--- src/rtl/baud_pkg.sv ---
// Shared constants and helpers for the baud rate generator.
// Assumes prescale values 4, 16 and 64 fit in PRE_W bits as a terminal count.
package baud_pkg;
    localparam int PRE_W = 6;

    // Terminal prescaler count (prescale minus one) for a mode combination.
    function automatic logic [PRE_W-1:0] pre_last(input logic fast, input logic wide,
                                                  input logic sync);
        if (sync || (wide && fast)) return PRE_W'(3);
        else if (wide ^ fast)       return PRE_W'(15);
        else                        return PRE_W'(63);
    endfunction
endpackage

--- src/rtl/baud_cfg.sv ---
// Combinational decode of divisor and mode bits into the effective reload value,
// prescaler terminal count and synchronous error flag.
// Assumes LOW_W < DIV_W; narrow mode masks the divisor to LOW_W bits.
module baud_cfg #(
    parameter int DIV_W = 16,
    parameter int LOW_W = 8
) (
    input  logic [DIV_W-1:0]          div,
    input  logic                      fast,
    input  logic                      wide,
    input  logic                      sync,
    output logic [DIV_W-1:0]          reload,
    output logic [baud_pkg::PRE_W-1:0] pre_last,
    output logic                      err
);
    localparam logic [DIV_W-1:0] LOW_MASK = {{(DIV_W-LOW_W){1'b0}}, {LOW_W{1'b1}}};
    localparam logic [DIV_W-1:0] SYNC_MIN = DIV_W'(2);

    logic [DIV_W-1:0] masked;

    // Mask, clamp and prescale selection.
    always_comb begin
        masked   = wide ? div : (div & LOW_MASK);
        err      = sync && (masked < SYNC_MIN);
        reload   = err ? SYNC_MIN : masked;
        pre_last = baud_pkg::pre_last(fast, wide, sync);
    end
endmodule

--- src/rtl/baud_counter.sv ---
// Free-running down-counter: loads on restart, reloads on reaching zero.
// Assumes reload values come from baud_cfg; zero is signalled on expire.
module baud_counter #(
    parameter int DIV_W = 16
) (
    input  logic             clk,
    input  logic             rst_n,
    input  logic             restart,
    input  logic [DIV_W-1:0] load_new,
    input  logic [DIV_W-1:0] load_run,
    output logic             expire
);
    logic [DIV_W-1:0] cnt;

    assign expire = (cnt == '0);

    // Count down, restart immediately, or reload on expiry.
    always_ff @(posedge clk) begin
        if (!rst_n)        cnt <= '0;
        else if (restart)  cnt <= load_new;
        else if (expire)   cnt <= load_run;
        else               cnt <= cnt - 1'b1;
    end
endmodule

--- src/rtl/baud_prescaler.sv ---
// Counts oversample ticks and flags the last one of each prescale group.
// Assumes pre_last is stable except across a restart.
module baud_prescaler #(
    parameter int PRE_W = baud_pkg::PRE_W
) (
    input  logic             clk,
    input  logic             rst_n,
    input  logic             restart,
    input  logic             step,
    input  logic [PRE_W-1:0] pre_last,
    output logic             at_last
);
    logic [PRE_W-1:0] pre;

    assign at_last = (pre == pre_last);

    // Advance on each oversample tick, wrap at the terminal count.
    always_ff @(posedge clk) begin
        if (!rst_n)       pre <= '0;
        else if (restart) pre <= '0;
        else if (step)    pre <= at_last ? '0 : pre + 1'b1;
    end
endmodule

--- src/rtl/baud_gen.sv ---
// Top of the multi-mode baud rate generator. Latches divisor and modes,
// restarts on any write or mode change, and emits oversample and baud ticks.
// Assumes mode inputs are synchronous to clk.
module baud_gen #(
    parameter int DIV_W = 16,
    parameter int LOW_W = 8
) (
    input  logic             clk,
    input  logic             rst_n,
    input  logic             div_we,
    input  logic [DIV_W-1:0] div_wdata,
    input  logic             mode_fast,
    input  logic             mode_wide,
    input  logic             mode_sync,
    output logic             baud_tick,
    output logic             os_tick,
    output logic             sync_err
);
    localparam int PRE_W = baud_pkg::PRE_W;

    logic [DIV_W-1:0] div_q, div_nxt, reload_cur, reload_nxt;
    logic [PRE_W-1:0] last_cur, last_nxt;
    logic             fast_q, wide_q, sync_q;
    logic             err_cur, err_nxt, restart, expire, at_last;

    assign div_nxt = div_we ? div_wdata : div_q;
    assign restart = div_we || ({mode_fast, mode_wide, mode_sync} != {fast_q, wide_q, sync_q});

    // Latch divisor and mode bits.
    always_ff @(posedge clk) begin
        if (!rst_n) begin
            div_q  <= '0;
            fast_q <= 1'b0;
            wide_q <= 1'b0;
            sync_q <= 1'b0;
        end else begin
            div_q  <= div_nxt;
            fast_q <= mode_fast;
            wide_q <= mode_wide;
            sync_q <= mode_sync;
        end
    end

    baud_cfg #(.DIV_W(DIV_W), .LOW_W(LOW_W)) i_cfg_cur (
        .div(div_q), .fast(fast_q), .wide(wide_q), .sync(sync_q),
        .reload(reload_cur), .pre_last(last_cur), .err(err_cur)
    );

    baud_cfg #(.DIV_W(DIV_W), .LOW_W(LOW_W)) i_cfg_nxt (
        .div(div_nxt), .fast(mode_fast), .wide(mode_wide), .sync(mode_sync),
        .reload(reload_nxt), .pre_last(last_nxt), .err(err_nxt)
    );

    baud_counter #(.DIV_W(DIV_W)) i_cnt (
        .clk(clk), .rst_n(rst_n), .restart(restart),
        .load_new(reload_nxt), .load_run(reload_cur), .expire(expire)
    );

    baud_prescaler #(.PRE_W(PRE_W)) i_pre (
        .clk(clk), .rst_n(rst_n), .restart(restart),
        .step(expire), .pre_last(last_cur), .at_last(at_last)
    );

    logic unused_nxt;
    assign unused_nxt = err_nxt ^ (^last_nxt);

    assign os_tick   = rst_n && expire;
    assign baud_tick = rst_n && expire && at_last;
    assign sync_err  = rst_n && err_cur;
endmodule

--- config.mk ---
export PLATFORM = sky130hd
export DESIGN_NAME = baud_gen
export DESIGN_NICKNAME = d
export VERILOG_FILES = /design/src/rtl/baud_pkg.sv /design/src/rtl/baud_cfg.sv /design/src/rtl/baud_counter.sv /design/src/rtl/baud_prescaler.sv /design/src/rtl/baud_gen.sv
export SDC_FILE = /design/constraint.sdc
export NUM_CORES = 1
export LEC_CHECK = 0
export ABC_CLOCK_PERIOD_IN_PS = 3450
export BUFFER_PORTS_ARGS = -buffer_cell sky130_fd_sc_hd__buf_4
export CELL_PAD_IN_SITES_DETAIL_PLACEMENT = 1
export CELL_PAD_IN_SITES_GLOBAL_PLACEMENT = 1
export CORE_ASPECT_RATIO = 1.1
export CORE_MARGIN = 2
export CORE_UTILIZATION = 48
export DETAILED_ROUTE_END_ITERATION = 8
export HOLD_SLACK_MARGIN = 0.1
export PLACE_DENSITY = 0.83
export SKIP_CTS_REPAIR_TIMING = 1
export SLEW_MARGIN = 30
export SYNTH_ARGS = -nofsm -noshare
export SYNTH_HDL_FRONTEND = slang
export SYNTH_SLANG_ARGS = --single-unit
--- constraint.sdc ---
create_clock -name clk -period 3.45 [get_ports clk]
set_input_delay 0.69 -clock clk [delete_from_list [all_inputs] [get_ports clk]]
set_output_delay 0.69 -clock clk [all_outputs]
set_load 0.05 [all_outputs]
==> results.py <==
metrics = {
    "outcome": {
        "status": "complete, no violations",
    },
    "global_routing": {
        "grt_max_degree": 28,
        "grt_first_pass_wirelength_mm": 9.74,
        "grt_pass1_vias": 1986,
        "grt_antenna_before_repair": 0,
        "grt_overflow": 0,
        "grtUsageTotal_pct": 23.6,
    },
    "synthesis": {
        "synth_cell_types": 52,
        "ys_seq_area_share_pct": 36.5,
        "synth_top_family_by_area": "simple AND/OR/NAND/NOR gates",
        "syn-num-nets": 276,
        "synth-compound-area-share_pct": 15.3,
        "synth-async-reset-ratio_pct": 0,
        "ys_seq_elements": 41,
        "synth_xor_area_share_pct": 5.85,
        "synthMuxAreaShare_pct": 8.58,
        "yosys.area_share.simple_pct": 27.8,
        "syn_area_um2": 2250,
        "syn_area_per_cell_um2": 8.95,
        "synth_fa_ha_area_share_pct": 1.67,
        "yosysWarnings": 0,
        "synth-edff-count": 0,
        "syn-instance-count": 251,
        "synth_ff_type": "dfxtp_1",
    },
    "sta": {
        "max_slew_margin_pct": 54.6,
        "min_period_ns": 2.92,
        "slew_violations": 0,
        "max_freq_ghz": 0.343,
        "finalSetupViolCount": 0,
        "rsz0062_at_grt": "false",
        "final.period_utilization_pct": 84.5,
        "setup_tns_ns": 0,
        "worst_slack_ns": 0.535,
        "tightestPinTransition_ns": 0.675,
        "hold_viol": 0,
        "finClkSkew_ns": 0.00650,
    },
    "placed_design": {
        "gp_congestion": 0.863,
        "place_ws_ns": 0.894,
        "dp_hpwl_mm": 4.29,
        "portBuffers": 24,
    },
    "cells_and_area": {
        "final_cell_mix": "dfxtp_1 (41), buf_4 (27), mux2i_1 (17), nor2b_1 (17), nor2_1 (16)",
        "fin_nets": 298,
        "final_common_cell": "dfxtp_1",
        "multiInputGateArea_um2": 1330,
        "antenna_cells": 0,
        "area_growth_pct": 13.8,
        "fillers": 559,
        "drive_gt1_share_pct": 15.3,
        "seq_area_um2": 821,
    },
    "critical_path": {
        "worstPathMaxFanout": 5,
        "cp-end-kind": "output port",
        "cp_slowest_cell": "nor3b_1",
        "cp_data_arrival_time_ns": 2.23,
        "worstSetupPathType": "flop to output port",
        "path_cells": "inv_1 > ha_1 > nor3b_1 > and4_1 > nand2_1 > nor2_1 > buf_4",
        "worst-endpoint-required_ns": 2.76,
        "cp_slowest_stage_delay_ns": 0.53,
        "start_kind": "flop",
    },
    "route": {
        "drtAntennaViolNets": 0,
        "wl_mm": 5.93,
        "vias_per_cell": 6.00,
        "vias": 1979,
        "wl_per_cell_um": 18.0,
        "drt_pass1_iterations": 4,
        "drt_iter0_markers": 97,
        "drc": 0,
    },
    "floorplan": {
        "die_y_um": 75.7,
        "dieArea_um2": 5240,
        "std_cell_rows": 26,
        "core_area_um2": 4590,
        "die-width_um": 69.2,
        "ios": 25,
        "start_util_pct": 49.0,
    },
    "cts": {
        "clk_latency_ns": 0.30,
        "clkTransAtPathRegs_ns": 0.08,
        "clockRootBuffer": "clkbuf_8",
        "clock_sinks": 41,
        "numCtsBuffers": 5,
        "cts_tree": "done",
        "htree_levels": 2,
        "clockBufferDepth": 2,
    },
    "power_and_ir_drop": {
        "power_density_nw_per_um2": 464,
        "vdd_drop_max_uv": 229,
        "leakagePower_nw": 1.01,
    },
    "flow_run": {
        "cap_violations": 0,
    },
    "hold_path": {
        "hold_path.class": "flop to flop",
    },
}
==> critical path, delay by kind of cell, from the launching register on <==
| kind | cells | cell delay (ns) |
|---|---|---|
| fa+ha+maj | 1 | 0.21 |
| buf+inv | 2 | 0.27 |
| flops | 1 | 0.35 |
| simple gates | 4 | 1.08 |
==> synthesized netlist by cell type (all sizes together) (2+ instances only) <==
master   number  area [um^2]
a21boi        4         30.0
a21oi         8         40.0
a22o          2         17.5
a2bb2oi       3         26.3
a31oi         5         31.3
and2          5         31.3
and3          4         25.0
buf           9         68.8
clkbuf        3         11.3
dfxtp        41          821
ha            3         37.5
inv           4         15.0
mux2          2         22.5
mux2i        17          170
nand2        14         55.1
nand2b        4         25.0
nand3        10         50.1
nand4         6         37.5
nor2         16         60.1
nor2b        17          106
nor3          9         45.0
nor4         10          105
o21ai        15         75.1
o221ai        2         17.5
o2bb2ai       2         17.5
o31ai         3         22.5
or3           2         12.5
or4           4         37.5
xnor2         5         43.8
xor2         10         87.6
==> per-layer routing <==
| metal | part of all wire [%] | global-route usage [%] | vias to the layer above |
|---|---|---|---|
| li1 | - | - | 975 |
| met3 | 2.1 | 4.37 | 9 |
| met1 | 48 | 30.4 | 973 |
| met2 | 48 | 40.9 | 22 |
| met4 | 1.3 | 7.41 | 0 |
| met5 | 0 | 0 | - |
==> final cells by class <==
class / instances / share of cell area, %
clock buffers: 7 / 3.38
clock inverters: 1 / 1.18
flip-flops and latches: 41 / 32.1
well taps: 56 / 2.74
inverters: 4 / 0.588
repair buffers: 27 / 7.93
multi-input cells: 194 / 52.1
==> registers in the layout (all words and copies together), names as in the netlist <==
name / cells
i_cnt.cnt: 16
i_pre.pre: 6
div_q: 16
sync_q: 1
wide_q: 1
fast_q: 1
==> path summary, 6_finish.rpt <==
check | startpoint | end | slack [ns] | cells after the start
max reg2reg | i_cnt.cnt[0] | i_cnt.cnt[1] | 1.03 | 7
min | div_q[13] | div_q[13] | 0.55 | 2
min reg2reg | div_q[13] | div_q[13] | 0.55 | 2
max | i_cnt.cnt[0] | baud_tick | 0.53 | 7
==> kinds of logic (layout without fill, tap and decap cells) <==
group                      Yosys count  count (layout)
buffers and inverters               16              39
xor gates and xnor gates            15              15
AOI/OAI and AO/OA                   52              52
muxes                               19              19
and+or+nand+nor                    105             105
adders and majority gates            3               3
DFF                                 41              41
==> power by group <==
| part | switching (W) | internal [W] | leakage, nW | total, W |
|---|---|---|---|---|
| Combinational | 0.000137 | 0.000110 | 0.613 | 0.000247 |
| Clock | 0.000169 | 0.000236 | 0.0585 | 0.000405 |
| Sequential | 0.0000333 | 0.000499 | 0.337 | 0.000532 |
==> stage by stage <==
step | instance area (um^2) | power, W | std cells | hold slack [ns] | utilization, %
after CTS | 2550 | 0.00118 | 330 | 0.538 | 55.7
after global placement | 2440 | 0.000778 | 322 | 0.489 | 53.2
after detailed placement | 2440 | 0.000784 | 322 | 0.495 | 53.2
after floorplan | 2250 | 0.000715 | 251 | 0.463 | -
after global routing | 2550 | 0.00123 | 330 | 0.567 | 55.7
final | 2550 | 0.00118 | 330 | 0.548 | 55.7
No activity file was read; power rests on OpenSTA's default activity.
